## src/rtl/mbx_pkg.sv

```systemverilog
package mbx_pkg;

   localparam int unsigned REG_ADDR_W = 3;

   typedef enum logic [REG_ADDR_W-1:0] {
      A_IDENT = 3'd0,
      A_LEN   = 3'd1,
      A_DLO   = 3'd2,
      A_DHI   = 3'd3,
      A_CFG   = 3'd4,
      A_ORDER = 3'd5,
      A_REQ   = 3'd6,
      A_ACK   = 3'd7
   } reg_addr_e;

   typedef enum logic [1:0] {
      S_IDLE = 2'd0,
      S_HDR  = 2'd1,
      S_DATA = 2'd2
   } seq_state_e;

endpackage

```

## src/rtl/mbx_regfile.sv

```systemverilog
module mbx_regfile
   import mbx_pkg::*;
#(
   parameter int WORD_W = 32,
   parameter int ID_W   = 29,
   parameter int LEN_W  = 4
) (
   input  logic                  clk,
   input  logic                  rst_n,
   input  logic                  we,
   input  logic [REG_ADDR_W-1:0] addr,
   input  logic [WORD_W-1:0]     wdata,
   output logic [WORD_W-1:0]     rdata,
   input  logic                  busy,
   input  logic                  done,
   output logic [WORD_W-1:0]     id_word,
   output logic [LEN_W-1:0]      len_code,
   output logic [WORD_W-1:0]     data_lo,
   output logic [WORD_W-1:0]     data_hi,
   output logic                  mb_en,
   output logic                  mb_dir,
   output logic                  order_lsb,
   output logic                  req,
   output logic                  ack
);

   localparam int PAD_W = WORD_W - 1 - ID_W;

   logic            ext_q;
   logic [ID_W-1:0] id_q;

   // Lay out the identifier word; the pad between flag and value may vanish.
   if (PAD_W > 0) begin : g_id_pad
      assign id_word = {ext_q, {PAD_W{1'b0}}, id_q};
   end else begin : g_id_nopad
      assign id_word = {ext_q, id_q};
   end

   logic wr_ident, wr_len, wr_dlo, wr_dhi, wr_cfg, wr_order, wr_req, wr_ack;
   assign wr_ident = we && (addr == A_IDENT);
   assign wr_len   = we && (addr == A_LEN);
   assign wr_dlo   = we && (addr == A_DLO);
   assign wr_dhi   = we && (addr == A_DHI);
   assign wr_cfg   = we && (addr == A_CFG);
   assign wr_order = we && (addr == A_ORDER);
   assign wr_req   = we && (addr == A_REQ);
   assign wr_ack   = we && (addr == A_ACK);

   // Message content: frozen while a message is being sent.
   always_ff @(posedge clk or negedge rst_n) begin
      if (!rst_n) begin
         ext_q     <= 1'b0;
         id_q      <= '0;
         len_code  <= '0;
         data_lo   <= '0;
         data_hi   <= '0;
         order_lsb <= 1'b0;
      end else if (!busy) begin
         if (wr_ident) begin
            ext_q <= wdata[WORD_W-1];
            id_q  <= wdata[ID_W-1:0];
         end
         if (wr_len)   len_code  <= wdata[LEN_W-1:0];
         if (wr_dlo)   data_lo   <= wdata;
         if (wr_dhi)   data_hi   <= wdata;
         if (wr_order) order_lsb <= wdata[0];
      end
   end

   // Mailbox configuration.
   always_ff @(posedge clk or negedge rst_n) begin
      if (!rst_n) begin
         mb_en  <= 1'b0;
         mb_dir <= 1'b0;
      end else if (wr_cfg) begin
         mb_en  <= wdata[0];
         mb_dir <= wdata[1];
      end
   end

   // Request: set by software (write 1), cleared by completion.
   always_ff @(posedge clk or negedge rst_n) begin
      if (!rst_n)                 req <= 1'b0;
      else if (wr_req && wdata[0]) req <= 1'b1;
      else if (done)              req <= 1'b0;
   end

   // Acknowledge: set by completion, cleared by software (write 1).
   always_ff @(posedge clk or negedge rst_n) begin
      if (!rst_n)                  ack <= 1'b0;
      else if (done)               ack <= 1'b1;
      else if (wr_ack && wdata[0]) ack <= 1'b0;
   end

   always_comb begin
      rdata = '0;
      case (addr)
         A_IDENT: rdata = id_word;
         A_LEN:   rdata = WORD_W'(len_code);
         A_DLO:   rdata = data_lo;
         A_DHI:   rdata = data_hi;
         A_CFG:   rdata = WORD_W'({mb_dir, mb_en});
         A_ORDER: rdata = WORD_W'(order_lsb);
         A_REQ:   rdata = WORD_W'(req);
         A_ACK:   rdata = WORD_W'(ack);
         default: rdata = '0;
      endcase
   end

   assert_req_w0_R3: assert property (@(posedge clk) disable iff (!rst_n)
      (wr_req && !wdata[0] && !done) |=> $stable(req));

   assert_ack_set_R10: assert property (@(posedge clk) disable iff (!rst_n)
      done |=> ack);

   assert_req_clr_R10: assert property (@(posedge clk) disable iff (!rst_n)
      (done && !(wr_req && wdata[0])) |=> !req);

   assert_ack_w0_R10: assert property (@(posedge clk) disable iff (!rst_n)
      (wr_ack && !wdata[0] && !done) |=> $stable(ack));

   assert_lock_data_R11: assert property (@(posedge clk) disable iff (!rst_n)
      (busy && (wr_dlo || wr_dhi)) |=> ($stable(data_lo) && $stable(data_hi)));

   assert_lock_hdr_R11: assert property (@(posedge clk) disable iff (!rst_n)
      (busy && (wr_ident || wr_len || wr_order)) |=>
         ($stable(id_word) && $stable(len_code) && $stable(order_lsb)));

endmodule

```

## src/rtl/mbx_byte_pick.sv

```systemverilog
module mbx_byte_pick #(
   parameter int WORD_W = 32,
   parameter int WORDS  = 2,
   parameter int LEN_W  = 4
) (
   input  logic [WORDS*WORD_W-1:0] words,
   input  logic                    order_lsb,
   input  logic [LEN_W-1:0]        idx,
   output logic [7:0]              byte_out
);

   localparam int BPW    = WORD_W / 8;
   localparam int LANES  = WORDS * BPW;
   localparam int LANE_W = (LANES > 1) ? $clog2(LANES) : 1;

   logic [7:0] lanes [LANES];

   // Flatten the words into lanes: lane w*BPW+b is byte b of word w.
   for (genvar w = 0; w < WORDS; w++) begin : g_word
      for (genvar b = 0; b < BPW; b++) begin : g_byte
         assign lanes[w*BPW + b] = words[w*WORD_W + b*8 +: 8];
      end
   end

   logic [LEN_W-1:0] wsel, jpos, lpos, flat;

   always_comb begin
      wsel = idx / LEN_W'(BPW);
      jpos = idx % LEN_W'(BPW);
      lpos = order_lsb ? jpos : (LEN_W'(BPW - 1) - jpos);
      flat = wsel * LEN_W'(BPW) + lpos;
      byte_out = lanes[flat[LANE_W-1:0]];
   end

endmodule

```

## src/rtl/mbx_tx_seq.sv

```systemverilog
module mbx_tx_seq
   import mbx_pkg::*;
#(
   parameter int WORD_W    = 32,
   parameter int LEN_W     = 4,
   parameter int MAX_BYTES = 8
) (
   input  logic              clk,
   input  logic              rst_n,
   input  logic              req,
   input  logic              mb_en,
   input  logic              mb_dir,
   input  logic [LEN_W-1:0]  len_code,
   input  logic [WORD_W-1:0] id_word,
   output logic              hdr_valid,
   input  logic              hdr_ready,
   output logic [WORD_W-1:0] hdr_id,
   output logic [LEN_W-1:0]  hdr_len,
   output logic              byte_valid,
   input  logic              byte_ready,
   output logic [LEN_W-1:0]  byte_idx,
   output logic              busy,
   output logic              done
);

   seq_state_e       state;
   logic [LEN_W-1:0] cnt;
   logic [LEN_W-1:0] n_eff;
   logic             start, last_byte, hdr_fire, byte_fire;

   assign n_eff = (len_code > LEN_W'(MAX_BYTES)) ? LEN_W'(MAX_BYTES) : len_code;

   assign start     = (state == S_IDLE) && req && mb_en && !mb_dir;
   assign hdr_valid = (state == S_HDR);
   assign byte_valid = (state == S_DATA);
   assign hdr_fire  = hdr_valid && hdr_ready;
   assign byte_fire = byte_valid && byte_ready;
   assign last_byte = (cnt == n_eff - LEN_W'(1));
   assign done      = (hdr_fire && (n_eff == '0)) || (byte_fire && last_byte);
   assign busy      = (state != S_IDLE);

   assign hdr_id   = id_word;
   assign hdr_len  = n_eff;
   assign byte_idx = cnt;

   always_ff @(posedge clk or negedge rst_n) begin
      if (!rst_n) begin
         state <= S_IDLE;
         cnt   <= '0;
      end else begin
         case (state)
            S_IDLE: if (start) begin
               state <= S_HDR;
               cnt   <= '0;
            end
            S_HDR: if (hdr_fire) begin
               state <= (n_eff == '0) ? S_IDLE : S_DATA;
            end
            S_DATA: if (byte_fire) begin
               if (last_byte) state <= S_IDLE;
               else           cnt   <= cnt + LEN_W'(1);
            end
            default: state <= S_IDLE;
         endcase
      end
   end

   assert_excl_R5: assert property (@(posedge clk) disable iff (!rst_n)
      !(hdr_valid && byte_valid));

   assert_no_start_R4: assert property (@(posedge clk) disable iff (!rst_n)
      ((state == S_IDLE) && !(mb_en && !mb_dir)) |=> !hdr_valid);

   assert_cnt_range_R8: assert property (@(posedge clk) disable iff (!rst_n)
      byte_valid |-> (cnt < n_eff));

   assert_hdr_hold_R12: assert property (@(posedge clk) disable iff (!rst_n)
      (hdr_valid && !hdr_ready) |=> (hdr_valid && $stable(hdr_id) && $stable(hdr_len)));

   assert_byte_hold_R12: assert property (@(posedge clk) disable iff (!rst_n)
      (byte_valid && !byte_ready) |=> (byte_valid && $stable(byte_idx)));

endmodule

```

## src/rtl/mbx_tx_byteseq.sv

```systemverilog
module mbx_tx_byteseq
   import mbx_pkg::*;
#(
   parameter int WORD_W = 32,
   parameter int ID_W   = 29,
   parameter int LEN_W  = 4
) (
   input  logic                  clk,
   input  logic                  rst_n,
   input  logic                  bus_we,
   input  logic [REG_ADDR_W-1:0] bus_addr,
   input  logic [WORD_W-1:0]     bus_wdata,
   output logic [WORD_W-1:0]     bus_rdata,
   output logic                  hdr_valid,
   input  logic                  hdr_ready,
   output logic [WORD_W-1:0]     hdr_id,
   output logic [LEN_W-1:0]      hdr_len,
   output logic                  byte_valid,
   input  logic                  byte_ready,
   output logic [7:0]            byte_data
);

   localparam int WORDS     = 2;
   localparam int BPW       = WORD_W / 8;
   localparam int MAX_BYTES = WORDS * BPW;

   if (WORD_W % 8 != 0) begin : g_chk_word
      $error("WORD_W must be a whole number of bytes");
   end
   if ((BPW & (BPW - 1)) != 0) begin : g_chk_pow2
      $error("bytes per word must be a power of two");
   end
   if (ID_W > WORD_W - 1) begin : g_chk_id
      $error("identifier does not fit below the extended flag");
   end
   if (MAX_BYTES >= (1 << LEN_W)) begin : g_chk_len
      $error("LEN_W too narrow for the byte count");
   end

   logic [WORD_W-1:0] id_word, data_lo, data_hi;
   logic [LEN_W-1:0]  len_code, byte_idx;
   logic              mb_en, mb_dir, order_lsb, req, ack, busy, done;

   mbx_regfile #(.WORD_W(WORD_W), .ID_W(ID_W), .LEN_W(LEN_W)) u_regs (
      .clk       (clk),
      .rst_n     (rst_n),
      .we        (bus_we),
      .addr      (bus_addr),
      .wdata     (bus_wdata),
      .rdata     (bus_rdata),
      .busy      (busy),
      .done      (done),
      .id_word   (id_word),
      .len_code  (len_code),
      .data_lo   (data_lo),
      .data_hi   (data_hi),
      .mb_en     (mb_en),
      .mb_dir    (mb_dir),
      .order_lsb (order_lsb),
      .req       (req),
      .ack       (ack)
   );

   mbx_tx_seq #(.WORD_W(WORD_W), .LEN_W(LEN_W), .MAX_BYTES(MAX_BYTES)) u_seq (
      .clk        (clk),
      .rst_n      (rst_n),
      .req        (req),
      .mb_en      (mb_en),
      .mb_dir     (mb_dir),
      .len_code   (len_code),
      .id_word    (id_word),
      .hdr_valid  (hdr_valid),
      .hdr_ready  (hdr_ready),
      .hdr_id     (hdr_id),
      .hdr_len    (hdr_len),
      .byte_valid (byte_valid),
      .byte_ready (byte_ready),
      .byte_idx   (byte_idx),
      .busy       (busy),
      .done       (done)
   );

   mbx_byte_pick #(.WORD_W(WORD_W), .WORDS(WORDS), .LEN_W(LEN_W)) u_pick (
      .words     ({data_hi, data_lo}),
      .order_lsb (order_lsb),
      .idx       (byte_idx),
      .byte_out  (byte_data)
   );

   assert_ack_no_busy_R10: assert property (@(posedge clk) disable iff (!rst_n)
      done |=> !hdr_valid && !byte_valid);

endmodule

```

## config.mk

```make
export PLATFORM = sky130hd
export DESIGN_NAME = mbx_tx_byteseq
export DESIGN_NICKNAME = d
export VERILOG_FILES = /design/src/rtl/mbx_pkg.sv /design/src/rtl/mbx_regfile.sv /design/src/rtl/mbx_byte_pick.sv /design/src/rtl/mbx_tx_seq.sv /design/src/rtl/mbx_tx_byteseq.sv
export SDC_FILE = /design/constraint.sdc
export NUM_CORES = 1
export LEC_CHECK = 0
export ABC_CLOCK_PERIOD_IN_PS = 5800
export BUFFER_PORTS_ARGS = -buffer_cell sky130_fd_sc_hd__buf_4
export CELL_PAD_IN_SITES_DETAIL_PLACEMENT = 0
export CELL_PAD_IN_SITES_GLOBAL_PLACEMENT = 2
export CORE_MARGIN = 5
export CORE_UTILIZATION = 37
export CTS_BUF_LIST = sky130_fd_sc_hd__clkbuf_2
export CTS_CLUSTER_SIZE = 14
export DETAILED_ROUTE_END_ITERATION = 8
export PLACE_DENSITY_LB_ADDON = 0.1
export SLEW_MARGIN = 20
export SYNTH_ARGS = -nofsm -noshare
export SYNTH_HDL_FRONTEND = slang
export SYNTH_SLANG_ARGS = --single-unit
```

## constraint.sdc

```tcl
create_clock -name clk -period 5.8 [get_ports clk]
set_clock_uncertainty 0.1 [all_clocks]
set_input_delay 0.58 -clock clk [delete_from_list [all_inputs] [get_ports clk]]
set_output_delay 0.58 -clock clk [all_outputs]
set_load 0.01 [all_outputs]
```

==> metrics <==
Avg WL per Cell=around 20 um; Post-Synth Simple-Gate Area=under 10%; reg2reg setup slack=3.16 ns; Clock Root Buffer=clkbuf_2; M1 wire length=a little over 7000 um; mux contribution to synthesized area=33.4%; Hold Crit Class=primary input to flop; Data required, critical path=about 5.1 ns; filler instances=between 1000 and 1500; power per cell area=527 nW/um^2; Commonest cells post-synth=mux2_2, dfrtp_1, nor2_1; DRC Markers=0; final hold vios=0; CTS tree=built; dpl hpwl=about 11000 um; crit-path cells=nand2b_1 > nand2_1 > mux4_2 > mux2_2 > buf_4; CP max FO=16; warnings from Yosys=0; dominant cell type by area after synthesis=dfrtp_1; GP Congestion=approximately 0.77; largest net degree at the start of global routing=74; post-synthesis sequential area ratio=a little under half; first-pass GRT wire length=25000 um; Critical R2R Capture=u_regs.id_q[16]; CTS Sinks=109; Synth Area in Compound Gates=around 7.6%; Max Clk Rate=~0.27 GHz; end-of-flow core utilization=a little under half; setup tns final=0 ns; area share of fa/ha/maj cells after synthesis=less than 1%; DR vias/cell=between 5 and 6; clk_lat worst skew=slightly below 0.6 ns; final WL=approximately 16000 um; Pre-antenna DRT Iters=4; hold path cells=2; crit path capture type=primary output; Top FF cell, synth=dfrtp_1; mapped cell area=5790 sq um; r2r startpoint=u_seq.state[1]; nets=around 620; All-Layer GR Usage=~18%; DR iter-0 viols=172; top-count cell post-synth=mux2_2; PostCTS Resize Cnt=0; startpoint types=flop; Slew Viols, Final=0; Initial Util=between 30 and 40%; Crit path arrival time=approximately 3 ns; maximum clock path buffer count=2; # Max-Cap Violations=0; setup violators final=0; # IOs=around 120; port bufs=between 100 and 150; most area-consuming cells after synthesis=dfrtp_1, mux2_2, a22oi_1; CP Launch Point=u_regs.order_lsb; Tmin final=around 3.7 ns; CP max stage cell=nand2_1; Least-Margin Pin Slew=~1.0 ns; Leak Pwr=3.13 nW; Setup CP Type=flop to primary output; Avg Cell Area, Syn=about 12 sq um; layout cell share with drive strength beyond 1=48.9%; Placement Rows=45; ys async rst share=100%; relative slew slack=around a third; Die Ht=~140 um; die area=about 18000 sq um; Met3 Wirelength=a little over 900 um; Num CTS Buffers=9; Post-synth EDFFs=0; hold slack=a little over 0.09 ns; Area Overhead vs Synth=20.5%; worst vdd ir=around 0.24 mV; unrepaired setup endpoints after global routing=false; Critical Path End=byte_data[6]; period utilization=between 60% and 70%; number of library cell types mapped by synthesis=between 40 and 50; Cells after Synth=475; vias in the first global route=approximately 4300; global route total overflow=0; CP peak stage delay=between 0.6 and 0.7 ns; synthesis-stage register bit count=109; Post-Synth XOR/XNOR Area=less than 1%; die width=around 140 um; core footprint=15300 sq um; clk slew on worst S/H paths=approximately 0.3 ns; H-tree depth=3; Synth top area share=47.1%; initial antenna violation count=1; top routing layer used=met4; Worst Reg-to-Reg Cells=3; largest family of logic cells by synthesized area=multiplexers; Final ANT Viol Nets=0; Vias=about 4200; outcome=finished clean; WL met2=7710 um
-- cell type report --
type,count,area [sq um],area share (%)
multi-input combinational,325,2910,41.6
timing repair buffer,124,943,13.5
antenna,1,2.50,0.0358
clock inverter,6,63.8,0.914
sequential,109,2730,39.1
clock buffer,10,50.0,0.717
inverter,7,26.3,0.376
tap,211,264,3.78
-- metal layers --
metal  vias up  GRT usage [%]
met4         0           3.02
met5         -              0
li1       1922              -
met1      2150           24.1
met2       116           29.0
met3         5           4.64
-- per-stage QoR --
step / worst slack [ns] / instances / area [sq um] / total power, W
final: 2.12 / 793 / 6980 / 0.00368
after floorplan: 3.15 / 476 / 5800 / 0.00261
after CTS: 1.97 / 789 / 6950 / 0.00375
after global routing: 1.83 / 793 / 6980 / 0.00396
after detailed placement: 2.74 / 771 / 6820 / 0.00338
after global placement: 2.80 / 771 / 6820 / 0.00333
-- state kept, by name (all words and copies together), names as in the netlist --
register,count
u_regs.ext_q,1
u_regs.len_code,4
u_seq.state,2
u_regs.mb_en,1
u_seq.byte_idx,4
u_regs.data_hi,32
u_regs.id_q,29
u_regs.data_lo,32
u_regs.order_lsb,1
u_regs.ack,1
u_regs.req,1
u_regs.mb_dir,1
-- cell usage in the layout, fill, tap and decap left out, types with 2 or more instances in the layout --
cell           synthesis  routed
mux2_2               133     133
buf_4                  4     119
dfrtp_1              109     109
nor2_1                39      38
a22oi_1               32      32
mux2i_1               21      21
o21ai_0               15      15
nand2_1               12      12
clkbuf_2               0      10
nor2b_1                9       9
mux4_2                 9       9
nand2b_1               7       7
inv_1                  7       7
o22ai_1                5       5
dlygate4sd3_1          0       5
a21oi_1                4       4
nand4_1                4       4
nand3_1                5       3
ha_1                   3       3
nand3_2                0       2
nor3b_1                2       2
xnor2_1                3       2
and2_1                 2       2
or3_1                  2       2
conb_1                 1       2
clkinv_4               0       2
-- power by group --
group | total [W] | internal (W) | leakage, nW | switching [W]
logic | 0.00185 | 0.00106 | 1.75 | 0.000785
registers | 0.00148 | 0.00112 | 1.32 | 0.000353
clock network | 0.000359 | 0.000101 | 0.0695 | 0.000258
-- how the worst min path moves through the flow --
stage          slack (ns)          start                  to
3_5_place_dp         0.39     u_regs.ack          u_regs.ack
2_1_floorplan        0.18          rst_n          u_regs.ack
6_report             0.09  bus_wdata[12]  u_regs.data_hi[12]
3_3_place_gp         0.38     u_regs.ack          u_regs.ack
5_1_grt             0.001  bus_wdata[12]  u_regs.data_hi[12]
4_1_cts             0.009  bus_wdata[30]  u_regs.data_hi[30]
-- kinds of logic (layout without fill, tap and decap cells) --
kind of cell / after synthesis / in the layout
mux: 164 / 164
flops: 109 / 109
simple gates: 89 / 89
compound gates: 63 / 63
buf+inv: 42 / 147
xor+xnor: 4 / 4
fa+ha+maj: 3 / 3
other cells: 1 / 3
-- what timing repair did --
action | 4_1_cts | 5_1_grt
hold endpoints to repair | 37 | 6
buffers inserted | 0 | 0
hold buffers | 2 | 3
-- worst max-delay path, delay by kind of cell (launching register included) --
kind | cells | cell delay [ns]
and+or+nand+nor | 2 | 0.83
DFF | 1 | 0.55
buffers and inverters | 1 | 0.15
muxes | 2 | 0.86
No activity file was read; power rests on OpenSTA's default activity.
